$ cat src/rtl/asram_ctrl.sv
module asram_ctrl #(
  parameter int ADDR_W   = 18,
  parameter int DATA_W   = 4,
  parameter int ACC_CYC  = 2,
  parameter int TURN_CYC = 1,
  parameter int WP_CYC   = 1,
  parameter int GAP_CYC  = 1
) (
  input  logic              clk,
  input  logic              rst_n,
  input  logic              req_i,
  output logic              ready_o,
  input  logic              we_i,
  input  logic [ADDR_W-1:0] addr_i,
  input  logic [DATA_W-1:0] wdata_i,
  output logic              rvalid_o,
  output logic [DATA_W-1:0] rdata_o,
  output logic [ADDR_W-1:0] sram_addr_o,
  output logic              sram_cs_n_o,
  output logic              sram_we_n_o,
  output logic              sram_oe_n_o,
  output logic [DATA_W-1:0] sram_dq_o,
  output logic              sram_dq_oe_o,
  input  logic [DATA_W-1:0] sram_dq_i
);

  localparam int MAX_A = (ACC_CYC > TURN_CYC) ? ACC_CYC : TURN_CYC;
  localparam int MAX_B = (WP_CYC > GAP_CYC) ? WP_CYC : GAP_CYC;
  localparam int MAX_C = (MAX_A > MAX_B) ? MAX_A : MAX_B;
  localparam int CNT_W = $clog2(MAX_C + 1);

  typedef enum logic [2:0] {S_IDLE, S_RD, S_TURN, S_WPULSE, S_GAP} state_t;

  state_t            state;
  logic [CNT_W-1:0]  cnt;
  logic [ADDR_W-1:0] addr_q;
  logic [DATA_W-1:0] wdata_q;
  logic              cnt_done;

  assign cnt_done     = (cnt == '0);
  assign ready_o      = (state == S_IDLE);
  assign sram_addr_o  = addr_q;
  assign sram_dq_o    = wdata_q;
  assign sram_cs_n_o  = !(state == S_RD || state == S_TURN || state == S_WPULSE);
  assign sram_oe_n_o  = (state != S_RD);
  assign sram_we_n_o  = (state != S_WPULSE);
  assign sram_dq_oe_o = (state == S_WPULSE);

  always_ff @(posedge clk) begin
    if (!rst_n) begin
      state    <= S_IDLE;
      cnt      <= '0;
      addr_q   <= '0;
      wdata_q  <= '0;
      rdata_o  <= '0;
      rvalid_o <= 1'b0;
    end else begin
      rvalid_o <= 1'b0;
      case (state)
        S_IDLE: if (req_i) begin
          addr_q  <= addr_i;
          wdata_q <= wdata_i;
          if (we_i) begin
            state <= S_TURN;
            cnt   <= CNT_W'(TURN_CYC - 1);
          end else begin
            state <= S_RD;
            cnt   <= CNT_W'(ACC_CYC - 1);
          end
        end
        S_RD: if (cnt_done) begin
          rdata_o  <= sram_dq_i;
          rvalid_o <= 1'b1;
          state    <= S_GAP;
          cnt      <= CNT_W'(GAP_CYC - 1);
        end else cnt <= cnt - 1'b1;
        S_TURN: if (cnt_done) begin
          state <= S_WPULSE;
          cnt   <= CNT_W'(WP_CYC - 1);
        end else cnt <= cnt - 1'b1;
        S_WPULSE: if (cnt_done) begin
          state <= S_GAP;
          cnt   <= CNT_W'(GAP_CYC - 1);
        end else cnt <= cnt - 1'b1;
        S_GAP: if (cnt_done) state <= S_IDLE;
               else cnt <= cnt - 1'b1;
        default: state <= S_IDLE;
      endcase
    end
  end

  // Run-length counters used only by the checks below
  logic [CNT_W:0] we_len, hi_len;
  always_ff @(posedge clk) begin
    if (!rst_n) begin
      we_len <= '0;
      hi_len <= '0;
    end else begin
      we_len <= sram_we_n_o ? '0 : we_len + 1'b1;
      hi_len <= !sram_cs_n_o ? '0 : ((hi_len == '1) ? hi_len : hi_len + 1'b1);
    end
  end

  p_no_drive_on_read_r6: assert property (@(posedge clk) disable iff (!rst_n)
    sram_dq_oe_o |-> sram_oe_n_o);
  p_drive_in_write_r6: assert property (@(posedge clk) disable iff (!rst_n)
    !sram_we_n_o |-> sram_dq_oe_o);
  p_oe_high_in_write_r5: assert property (@(posedge clk) disable iff (!rst_n)
    !sram_we_n_o |-> (sram_oe_n_o && !sram_cs_n_o));
  p_drive_after_turn_r5: assert property (@(posedge clk) disable iff (!rst_n)
    $rose(sram_dq_oe_o) |-> ($past(sram_oe_n_o) && !$past(sram_cs_n_o)));
  p_pulse_width_r5: assert property (@(posedge clk) disable iff (!rst_n)
    $rose(sram_we_n_o) |-> (we_len == (CNT_W+1)'(WP_CYC)));
  p_busy_not_ready_r2: assert property (@(posedge clk) disable iff (!rst_n)
    !sram_cs_n_o |-> !ready_o);
  p_rvalid_pulse_r4: assert property (@(posedge clk) disable iff (!rst_n)
    rvalid_o |=> !rvalid_o);
  p_addr_stable_r8: assert property (@(posedge clk) disable iff (!rst_n)
    (!sram_cs_n_o && $past(!sram_cs_n_o)) |-> $stable(sram_addr_o));
  p_gap_len_r7: assert property (@(posedge clk) disable iff (!rst_n)
    ($fell(sram_cs_n_o) && $past(rst_n)) |-> (hi_len >= (CNT_W+1)'(GAP_CYC)));

endmodule

$ cat config.mk
export PLATFORM = sky130hd
export DESIGN_NAME = asram_ctrl
export DESIGN_NICKNAME = d
export VERILOG_FILES = /design/src/rtl/asram_ctrl.sv
export SDC_FILE = /design/constraint.sdc
export NUM_CORES = 1
export LEC_CHECK = 0
export BUFFER_PORTS_ARGS = -buffer_cell sky130_fd_sc_hd__buf_2
export CAP_MARGIN = 10
export CORE_MARGIN = 2
export CORE_UTILIZATION = 40
export CTS_CLUSTER_DIAMETER = 30
export CTS_CLUSTER_SIZE = 40
export DETAILED_ROUTE_END_ITERATION = 12
export PLACE_DENSITY = 0.72
export SLEW_MARGIN = 20
export SYNTH_ARGS = -nofsm -noshare
export SYNTH_HDL_FRONTEND = slang
export SYNTH_SLANG_ARGS = --single-unit
$ cat constraint.sdc
create_clock -name clk -period 1.43 [get_ports clk]
set_input_delay 0.143 -clock clk [delete_from_list [all_inputs] [get_ports clk]]
set_output_delay 0.143 -clock clk [all_outputs]
set_load 0.01 [all_outputs]
==> flow_metrics.env, run 1 <==
export IMPL_die_w_um=62.4
export IMPL_avgSynthCellArea_um2=8.36
export IMPL_finalWirelength_um=3130
export IMPL_place_congestion=0.769
export IMPL_dp_hpwl_um=2110
export IMPL_layout_setup_ws_ns=-0.00699
export IMPL_startpoint_type="register"
export IMPL_cts_tree="built"
export IMPL_dieArea_um2=3890
export IMPL_grt_max_degree=23
export IMPL_synth_edf_count=0
export IMPL_final_antenna_net_count=0
export IMPL_clock_skew_ns=0.00471
export IMPL_grt_pass1_wl_um=4920
export IMPL_setup_viol=1
export IMPL_synthCells=163
export IMPL_syn_nets=196
export IMPL_tightest_slew_ns=0.294
export IMPL_regArea_um2=646
export IMPL_wl_per_cell_um=10.9
export IMPL_postCtsHoldBufs=0
export IMPL_synth_top_cell_area_share_pct=47.0
export IMPL_clk_insertion_delay_late_ns=0.32
export IMPL_cts_buffers=5
export IMPL_worstPathRequired_ns=1.29
export IMPL_violations="setup timing"
export IMPL_vias=1341
export IMPL_start_util_pct=41.2
export IMPL_setup_tns_ns=-0.00699
export IMPL_drc=0
export IMPL_reg2reg_to="rdata_o[0]"
export IMPL_reg2reg_depth=6
export IMPL_grt_pass1_vias=1126
export IMPL_nets=274
export IMPL_min_path_type="in -> reg"
export IMPL_reg2reg_slack_ns=0.05
export IMPL_final_layout_size_suffix_gt1_share_pct=45.0
export IMPL_grt_usage_pct=15.6
export IMPL_synth_common_cells="nand2_1, dfxtp_1, a21oi_1, nor2_1, buf_2"
export IMPL_async_flop_share_pct=0
export IMPL_p_total_mw=3.24
export IMPL_core_um2=3310
export IMPL_max_cap_violations=0
export IMPL_irDropWorstVdd_mv=1.09
export IMPL_synth_ff_latch_count=32
export IMPL_endpoint="sram_cs_n_o"
export IMPL_hold_violations=0
export IMPL_postLayoutCoreUtil_pct=60.7
export IMPL_clkSinkCount=32
export IMPL_ys_flop_type="dfxtp_1"
export IMPL_p_per_area_nw_per_um2=1610
export IMPL_critPathLaunch="state[1]"
export IMPL_cts_root_buf="clkbuf_4"
export IMPL_period_minus_slack_ns=1.44
export IMPL_seq_area_frac_synth_pct=47.0
export IMPL_worst_slew_margin_rel_pct=79.9
export IMPL_multi_input_area_um2=688
export IMPL_drv_slew=0
export IMPL_synth_area_leader_cell="dfxtp_1"
export IMPL_crit_path_max_fanout=6
export IMPL_netlist_area_um2=1360
export IMPL_num_rows=21
export IMPL_r2r_start="state[0]"
export IMPL_p_leak_nw=0.949
export IMPL_yosys_warnings=0
export IMPL_netlist_top_cells_area="dfxtp_1, nand2_1, a21oi_1"
export IMPL_fmax_mhz=696
export IMPL_first_pass_iters=4
export IMPL_drt_initial_drc_count=86
export IMPL_finalCritPeriodShare_pct=100
export IMPL_rsz0062_at_grt="yes"
export IMPL_clkTransAtPathRegs_ns=0.10
export IMPL_die_h_um=62.4
export IMPL_criticalPathCategory="reg -> out"
export IMPL_grt_overflow_total=0
export IMPL_port_buffers=61
export IMPL_clock_path_buffers=2
export IMPL_stdcell_count=288
export IMPL_num_io_pins=62
export IMPL_antenna_found_initial=0
export IMPL_num_fill_cells=316
export IMPL_yosysUniqueCellTypes=35
export IMPL_viasPerCell=4.66
export IMPL_status="finished with violations"
export IMPL_htree_num_levels=2
export IMPL_crit_arrival_ns=1.29
export IMPL_dp_slack_ns=-0.0867
export IMPL_antenna_cells=0
export IMPL_end_kind="output pin"
export IMPL_dp_cells=273
export IMPL_yosys_cell_count_top_type="nand2_1"
export IMPL_area_delta_synth_final_pct=47.5
state kept, by name (all words and copies together) (netlist names):
name	flops
sram_addr_o	18
rdata_o	4
sram_dq_o	4
state	3
cnt	2
rvalid_o	1
where the power goes:
group | internal, mW | total [mW] | leakage [nW] | switching [mW]
Combinational | 0.733 | 1.44 | 0.644 | 0.709
Clock | 0.367 | 0.665 | 0.0422 | 0.299
Sequential | 1.05 | 1.13 | 0.264 | 0.0770
Total | 2.15 | 3.24 | 0.949 | 1.08
layout by cell type (no fill, tap or decap), types with 2 or more instances in the layout:
cell type  instances
a21oi_1           23
nor3_1             2
dfxtp_1           28
buf_4             18
dfxtp_2            4
buf_2             60
buf_6              6
o21ai_0            3
nor2_1             7
clkbuf_4           5
nand2_1           46
mux2i_1            4
inv_2              2
inv_1              3
cell type report:
| class | count | share of cell area, % |
|---|---|---|
| clock buffer | 6 | 2.05 |
| clock inverter | 2 | 1.74 |
| tap | 46 | 2.86 |
| timing repair buffer | 85 | 26.0 |
| multi-input combinational | 112 | 34.2 |
| inverter | 5 | 0.934 |
| sequential | 32 | 32.1 |
metrics by stage:
step                hold WS, ns  area [um2]
floorplan                 0.265        1360
global placement          0.380        1790
detailed placement        0.384        1790
CTS                      0.0380        1940
global route             0.0180        2010
finish                   0.0504        2010
routing by layer:
layer | vias to the layer above | routed length (um) | track usage (%)
met5 | - | 0 | 0
met4 | 0 | 20 | 5.83
met3 | 2 | 183 | 4.71
met2 | 41 | 1480 | 25.1
met1 | 594 | 1450 | 19.6
li1 | 704 | - | -
worst max-delay path: stages, from the launching register on:
cell and delay, ns:
dfxtp_2 0.36, buf_6 0.13, nor2_1 0.07, or2_2 0.28
buf_6 0.12
what timing repair did:
item	CTS	global route
endpoints found under the setup margin	9	15
buffers inserted	4	3
pin swaps	0	5
gates resized for setup	10	12
worst min path at each step:
stage / start / to / slack (ns) / cells after the start
global placement: sram_dq_i[1] / rdata_o[1] / 0.38 / 3
global route: addr_i[9] / sram_addr_o[9] / 0.02 / 3
finish: addr_i[1] / sram_addr_o[1] / 0.05 / 3
floorplan: rst_n / rvalid_o / 0.26 / 1
detailed placement: sram_dq_i[3] / rdata_o[3] / 0.38 / 3
CTS: addr_i[9] / sram_addr_o[9] / 0.04 / 3
cell families after synthesis:
family / after synthesis / share of synthesized area [%]
and+or+nand+nor: 67 / 22.3
AOI/OAI and AO/OA: 37 / 16.7
DFF: 32 / 47.0
buffers and inverters: 19 / 7.44
muxes: 5 / 3.76
adders and majority gates: 3 / 2.76
Note: power is estimated with default switching activity, not from simulation.
==> run 2, diff against run 1 <==
--- a/config.mk
+++ b/config.mk
@@ -7,6 +7,7 @@
 export LEC_CHECK = 0
 export BUFFER_PORTS_ARGS = -buffer_cell sky130_fd_sc_hd__buf_2
 export CAP_MARGIN = 10
+export CORE_ASPECT_RATIO = 1.4
 export CORE_MARGIN = 2
 export CORE_UTILIZATION = 40
 export CTS_CLUSTER_DIAMETER = 30
==> run 2 against run 1 <==
Effect of this change:
- the run now ends clean
- flip-flop and latch count did not move
- register-to-register slack gained 0.05 ns
- clock-buffer cell count rose by 2
- die area up 0.16%
- combinational power decreased by 6%
- first-iteration DRC count fell by 84%
- clock power increased by 3%
- clock skew decreased by 0.0037 ns
- fmax up 4.3%
- core utilization decreased by 1.6 points
- critical path type unchanged
- critical endpoint unchanged
- largest power group unchanged
==> flow_metrics.env, run 2 (synthesized netlist as in run 1, its figures left out) <==
export IMPL_dp_cells=264
export IMPL_htree_num_levels=2
export IMPL_largest_reg_flops=18
export IMPL_grt_usage_pct=16.7
export IMPL_cts_tree="built"
export IMPL_die_h_um=73.1
export IMPL_finalCritPeriodShare_pct=96.4
export IMPL_drv_slew=0
export IMPL_dieArea_um2=3900
export IMPL_place_congestion=0.854
export IMPL_start_util_pct=41.1
export IMPL_cts_root_buf="clkbuf_8"
export IMPL_clock_skew_ns=0.00104
export IMPL_antenna_found_initial=0
export IMPL_final_antenna_net_count=0
export IMPL_port_buffers=61
export IMPL_grt_pass1_vias=1075
export IMPL_r2r_start="cnt[1]"
export IMPL_placed_area_um2=1790
export IMPL_p_per_area_nw_per_um2=1620
export IMPL_dp_hpwl_um=2220
export IMPL_clock_path_buffers=2
export IMPL_status="finished, final reports clean"
export IMPL_cp_num_buf_inv=2
export IMPL_worst_slew_margin_rel_pct=78.8
export IMPL_whs_ns=0.102
export IMPL_irDropWorstVdd_mv=1.15
export IMPL_postCtsHoldBufs=0
export IMPL_slowest_delay_ns=0.35
export IMPL_viasPerCell=4.86
export IMPL_antenna_cells=0
export IMPL_crit_arrival_ns=1.24
export IMPL_wl_per_cell_um=11.2
export IMPL_power_internal_mw=2.12
export IMPL_cp_slowest_cell="dfxtp_2"
export IMPL_pwr_share_seq_pct=35.8
export IMPL_max_cap_violations=0
export IMPL_cts_buffers=5
export IMPL_startpoint_type="register"
export IMPL_p_sw_mw=1.06
export IMPL_setup_viol=0
export IMPL_crit_path_max_fanout=14
export IMPL_final_layout_size_suffix_gt1_share_pct=41.6
export IMPL_die_w_um=53.3
export IMPL_p_leak_nw=0.913
export IMPL_end_kind="output pin"
export IMPL_hold_violations=0
export IMPL_clkSinkCount=32
export IMPL_worstPathRequired_ns=1.29
export IMPL_stdcell_count=273
export IMPL_period_minus_slack_ns=1.38
export IMPL_min_delay_start="addr_i[9]"
export IMPL_num_io_pins=62
export IMPL_clkPwrFrac_pct=21.6
export IMPL_core_um2=3320
export IMPL_layout_commonest_cell="buf_2"
export IMPL_clkTransAtPathRegs_ns=0.06
export IMPL_grt_max_degree=23
export IMPL_grt_overflow_total=0
export IMPL_post_route_cell_area_um2=1960
export IMPL_rsz0062_at_grt="yes"
export IMPL_criticalPathCategory="reg -> out"
export IMPL_num_fill_cells=332
export IMPL_min_path_type="in -> reg"
export IMPL_comb_power_share_pct=42.7
export IMPL_tightest_slew_ns=0.310
export IMPL_grt_pass1_wl_um=4760
export IMPL_drt_initial_drc_count=14
export IMPL_area_delta_synth_final_pct=43.7
export IMPL_path_cells="buf_12, nor2_2, or2_2, buf_2"
export IMPL_most_common_layout_cells="buf_2, nand2_1, dfxtp_1"
export IMPL_critPathLaunch="state[1]"
export IMPL_num_rows=25
export IMPL_vias=1326
export IMPL_fmax_mhz=725
export IMPL_finalWirelength_um=3060
export IMPL_clk_insertion_delay_late_ns=0.27
export IMPL_nets=265
export IMPL_p_sw_share_pct=33.3
export IMPL_drc=0
export IMPL_first_pass_iters=4
export IMPL_critPathTopFamily="flip-flops"
-- run 2: tightest hold or removal path, delay by kind of cell --
kind / cells / cell delay [ns]
buffers and inverters: 1 / 0.09
AND/OR/NAND/NOR: 1 / 0.04
AO/OA/AOI/OAI: 1 / 0.05
-- run 2: repair_timing --
action / in CTS / in global routing
endpoints found under the hold margin: 0 / 0
buffers inserted: 0 / 1
cloned: 0 / 0
setup endpoints to repair: 8 / 8
gates resized for setup: 7 / 11
pin swaps: 0 / 3
-- run 2: metrics by stage --
| step | TNS [ns] | setup slack, ns | util (%) | total power [mW] |
|---|---|---|---|---|
| floorplan | 0 | 0.00350 | - | 1.88 |
| global route | -0.102 | -0.0383 | 59.1 | 3.40 |
| finish | 0 | 0.0516 | 59.1 | 3.17 |
| global placement | -0.0219 | -0.0196 | 53.9 | 2.34 |
| detailed placement | -0.274 | -0.0878 | 53.9 | 2.35 |
| CTS | 0 | 0.00606 | 57.5 | 3.11 |
-- run 2: per-layer routing --
layer	track usage, %	vias to the layer above	wire length [um]
li1	-	685	-
met1	18.3	595	1260
met2	28.4	39	1570
met3	4.92	7	162
met4	8.55	0	66
met5	0	-	0
-- run 2: layout make-up --
cell class / instances / area, um2 / area share (%)
multi-input cells: 112 / 687 / 35.1
flip-flops and latches: 32 / 646 / 33.0
repair buffers: 76 / 467 / 23.8
clock buffers: 8 / 90.1 / 4.60
well taps: 40 / 50.0 / 2.56
inverters: 5 / 18.8 / 0.958
-- run 2: path summary, 6_finish.rpt --
check | endpoint | slack [ns] | cells after the start
min reg2reg | sram_addr_o[12] | 0.45 | 2
max | sram_cs_n_o | 0.05 | 4
min | sram_addr_o[9] | 0.10 | 3
max reg2reg | cnt[0] | 0.10 | 6
-- run 2: power by group through the flow --
stage | Clock, mW | Combinational, mW | Sequential (mW)
2_1_floorplan | 0 | 0.673 | 1.21
3_3_place_gp | 0 | 1.20 | 1.14
3_5_place_dp | 0 | 1.21 | 1.14
4_1_cts | 0.713 | 1.27 | 1.13
5_1_grt | 0.747 | 1.49 | 1.15
6_report | 0.684 | 1.35 | 1.14
==> run 3, diff against run 2 <==
==> constraint.sdc (replaced) <==
create_clock -name clk -period 1.43 [get_ports clk]
set_input_delay 0.2145 -clock clk [delete_from_list [all_inputs] [get_ports clk]]
set_output_delay 0.2145 -clock clk [all_outputs]
set_load 0.01 [all_outputs]
==> run 3 against run 2 <==
Effect of this change:
- clock-buffer cell count is 2 lower
- first-iteration DRC count increased by 57%
- die area is the same
- clock power is 24% higher
- global-route usage grew 1.0 points
- worst hold slack better by 0.063 ns
- non-clock buffer count rose by 5
- critical path type is now reg -> reg
- critical endpoint is now cnt[1]
- largest cell class unchanged
- highest routed layer unchanged
==> flow_metrics.env, run 3 (synthesized netlist as in run 1, its figures left out) <==
export IMPL_p_total_mw=3.43
export IMPL_layout_setup_ws_ns=0.0193
export IMPL_p_leak_nw=0.946
export IMPL_post_route_cell_area_um2=2040
export IMPL_postLayoutCoreUtil_pct=61.4
export IMPL_dp_hpwl_um=2230
export IMPL_core_um2=3320
export IMPL_die_w_um=53.3
export IMPL_grt_max_degree=24
export IMPL_tightest_slew_ns=0.454
export IMPL_fmax_mhz=709
export IMPL_place_congestion=0.760
export IMPL_port_buffers=61
export IMPL_wl_per_cell_um=12.1
export IMPL_worst_slew_margin_rel_pct=69.0
export IMPL_cp_num_buf_inv=1
export IMPL_layout_commonest_cell="buf_2"
export IMPL_grt_pass1_vias=1226
export IMPL_clkTransAtPathRegs_ns=0.07
export IMPL_drt_initial_drc_count=22
export IMPL_clkSinkCount=32
export IMPL_die_h_um=73.1
export IMPL_grt_overflow_total=0
export IMPL_crit_path_max_fanout=3
export IMPL_num_io_pins=62
export IMPL_start_util_pct=41.1
export IMPL_area_delta_synth_final_pct=49.4
export IMPL_slowest_delay_ns=0.36
export IMPL_largest_reg_flops=18
export IMPL_dieArea_um2=3900
export IMPL_final_layout_size_suffix_gt1_share_pct=45.4
export IMPL_placed_area_um2=1790
export IMPL_cts_buffers=5
export IMPL_irDropWorstVdd_mv=1.00
export IMPL_cp_slowest_cell="dfxtp_1"
export IMPL_max_cap_violations=0
export IMPL_viasPerCell=4.93
export IMPL_end_kind="register"
export IMPL_rsz0062_at_grt="yes"
export IMPL_critPathLaunch="cnt[1]"
export IMPL_critPathTopFamily="compound AO/OA/AOI/OAI gates"
export IMPL_stdcell_count=278
export IMPL_worstPathRequired_ns=1.61
export IMPL_startpoint_type="register"
export IMPL_p_per_area_nw_per_um2=1680
export IMPL_first_pass_iters=4
export IMPL_antenna_cells=0
export IMPL_crit_arrival_ns=1.59
export IMPL_setup_viol=0
export IMPL_cts_root_buf="clkbuf_8"
export IMPL_antenna_found_initial=0
export IMPL_finalWirelength_um=3360
export IMPL_dp_slack_ns=-0.0303
export IMPL_grt_usage_pct=17.8
export IMPL_status="finished, final reports clean"
export IMPL_finalCritPeriodShare_pct=98.7
export IMPL_final_antenna_net_count=0
export IMPL_nets=270
export IMPL_dp_cells=266
export IMPL_path_cells="inv_2, ha_4, o31ai_2, o41ai_1, a2111oi_2"
export IMPL_cts_tree="built"
export IMPL_clk_insertion_delay_late_ns=0.28
export IMPL_criticalPathCategory="reg -> reg"
export IMPL_hold_violations=0
export IMPL_vias=1370
export IMPL_period_minus_slack_ns=1.41
export IMPL_htree_num_levels=2
export IMPL_min_delay_start="sram_dq_i[3]"
export IMPL_clock_skew_ns=0.00590
export IMPL_clock_path_buffers=2
export IMPL_drc=0
export IMPL_r2r_start="cnt[1]"
export IMPL_num_rows=25
export IMPL_grt_pass1_wl_um=5110
export IMPL_most_common_layout_cells="buf_2, nand2_1, dfxtp_1"
export IMPL_min_path_type="in -> reg"
export IMPL_drv_slew=0
export IMPL_num_fill_cells=321
## run 3: final timing paths
check,endpoint,slack (ns),cells past startpoint
min reg2reg,sram_addr_o[12],0.45,2
min,rdata_o[3],0.17,3
max,cnt[1],0.02,5
max reg2reg,cnt[1],0.02,5
## run 3: where the power goes
part,switching (mW),internal (mW)
clock,0.329,0.517
combinational,0.722,0.731
sequential,0.0753,1.05
## run 3: final cells by class
class / instances / area [um2] / area share [%]
Inverter: 5 / 18.8 / 0.922
Sequential cell: 32 / 646 / 31.7
Timing Repair Buffer: 81 / 502 / 24.6
Tap cell: 40 / 50.0 / 2.46
Clock buffer: 6 / 72.6 / 3.56
Clock inverter: 2 / 35.0 / 1.72
Multi-Input combinational cell: 112 / 712 / 35.0
## run 3: repair_timing
| item | CTS | global route |
|---|---|---|
| pin swaps | 0 | 3 |
| buffers inserted | 4 | 0 |
| gates resized for setup | 13 | 14 |
| gates cloned | 0 | 0 |
| hold buffers | 0 | 0 |
| endpoints found under the setup margin | 9 | 24 |
## run 3: worst reg2reg max path: stages (launching register included)
cell and delay (ns):
dfxtp_1 0.36, inv_2 0.06, ha_4 0.17, o31ai_2 0.26, o41ai_1 0.16, a2111oi_2 0.30
## run 3: layer usage
layer	vias up	wire, um	track usage (%)	part of all wire (%)
li1	693	-	-	-
met1	617	1350	19.0	40
met2	50	1730	30.3	51
met3	10	197	4.71	5.9
met4	0	81	10.5	2.4
met5	-	0	0	0
## run 3: per-stage QoR
stage | hold slack (ns) | TNS (ns)
after floorplan | 0.336 | 0
after global placement | 0.439 | -0.0460
after detailed placement | 0.446 | -0.106
after CTS | 0.159 | -0.0145
after global routing | 0.171 | -0.257
final | 0.165 | 0
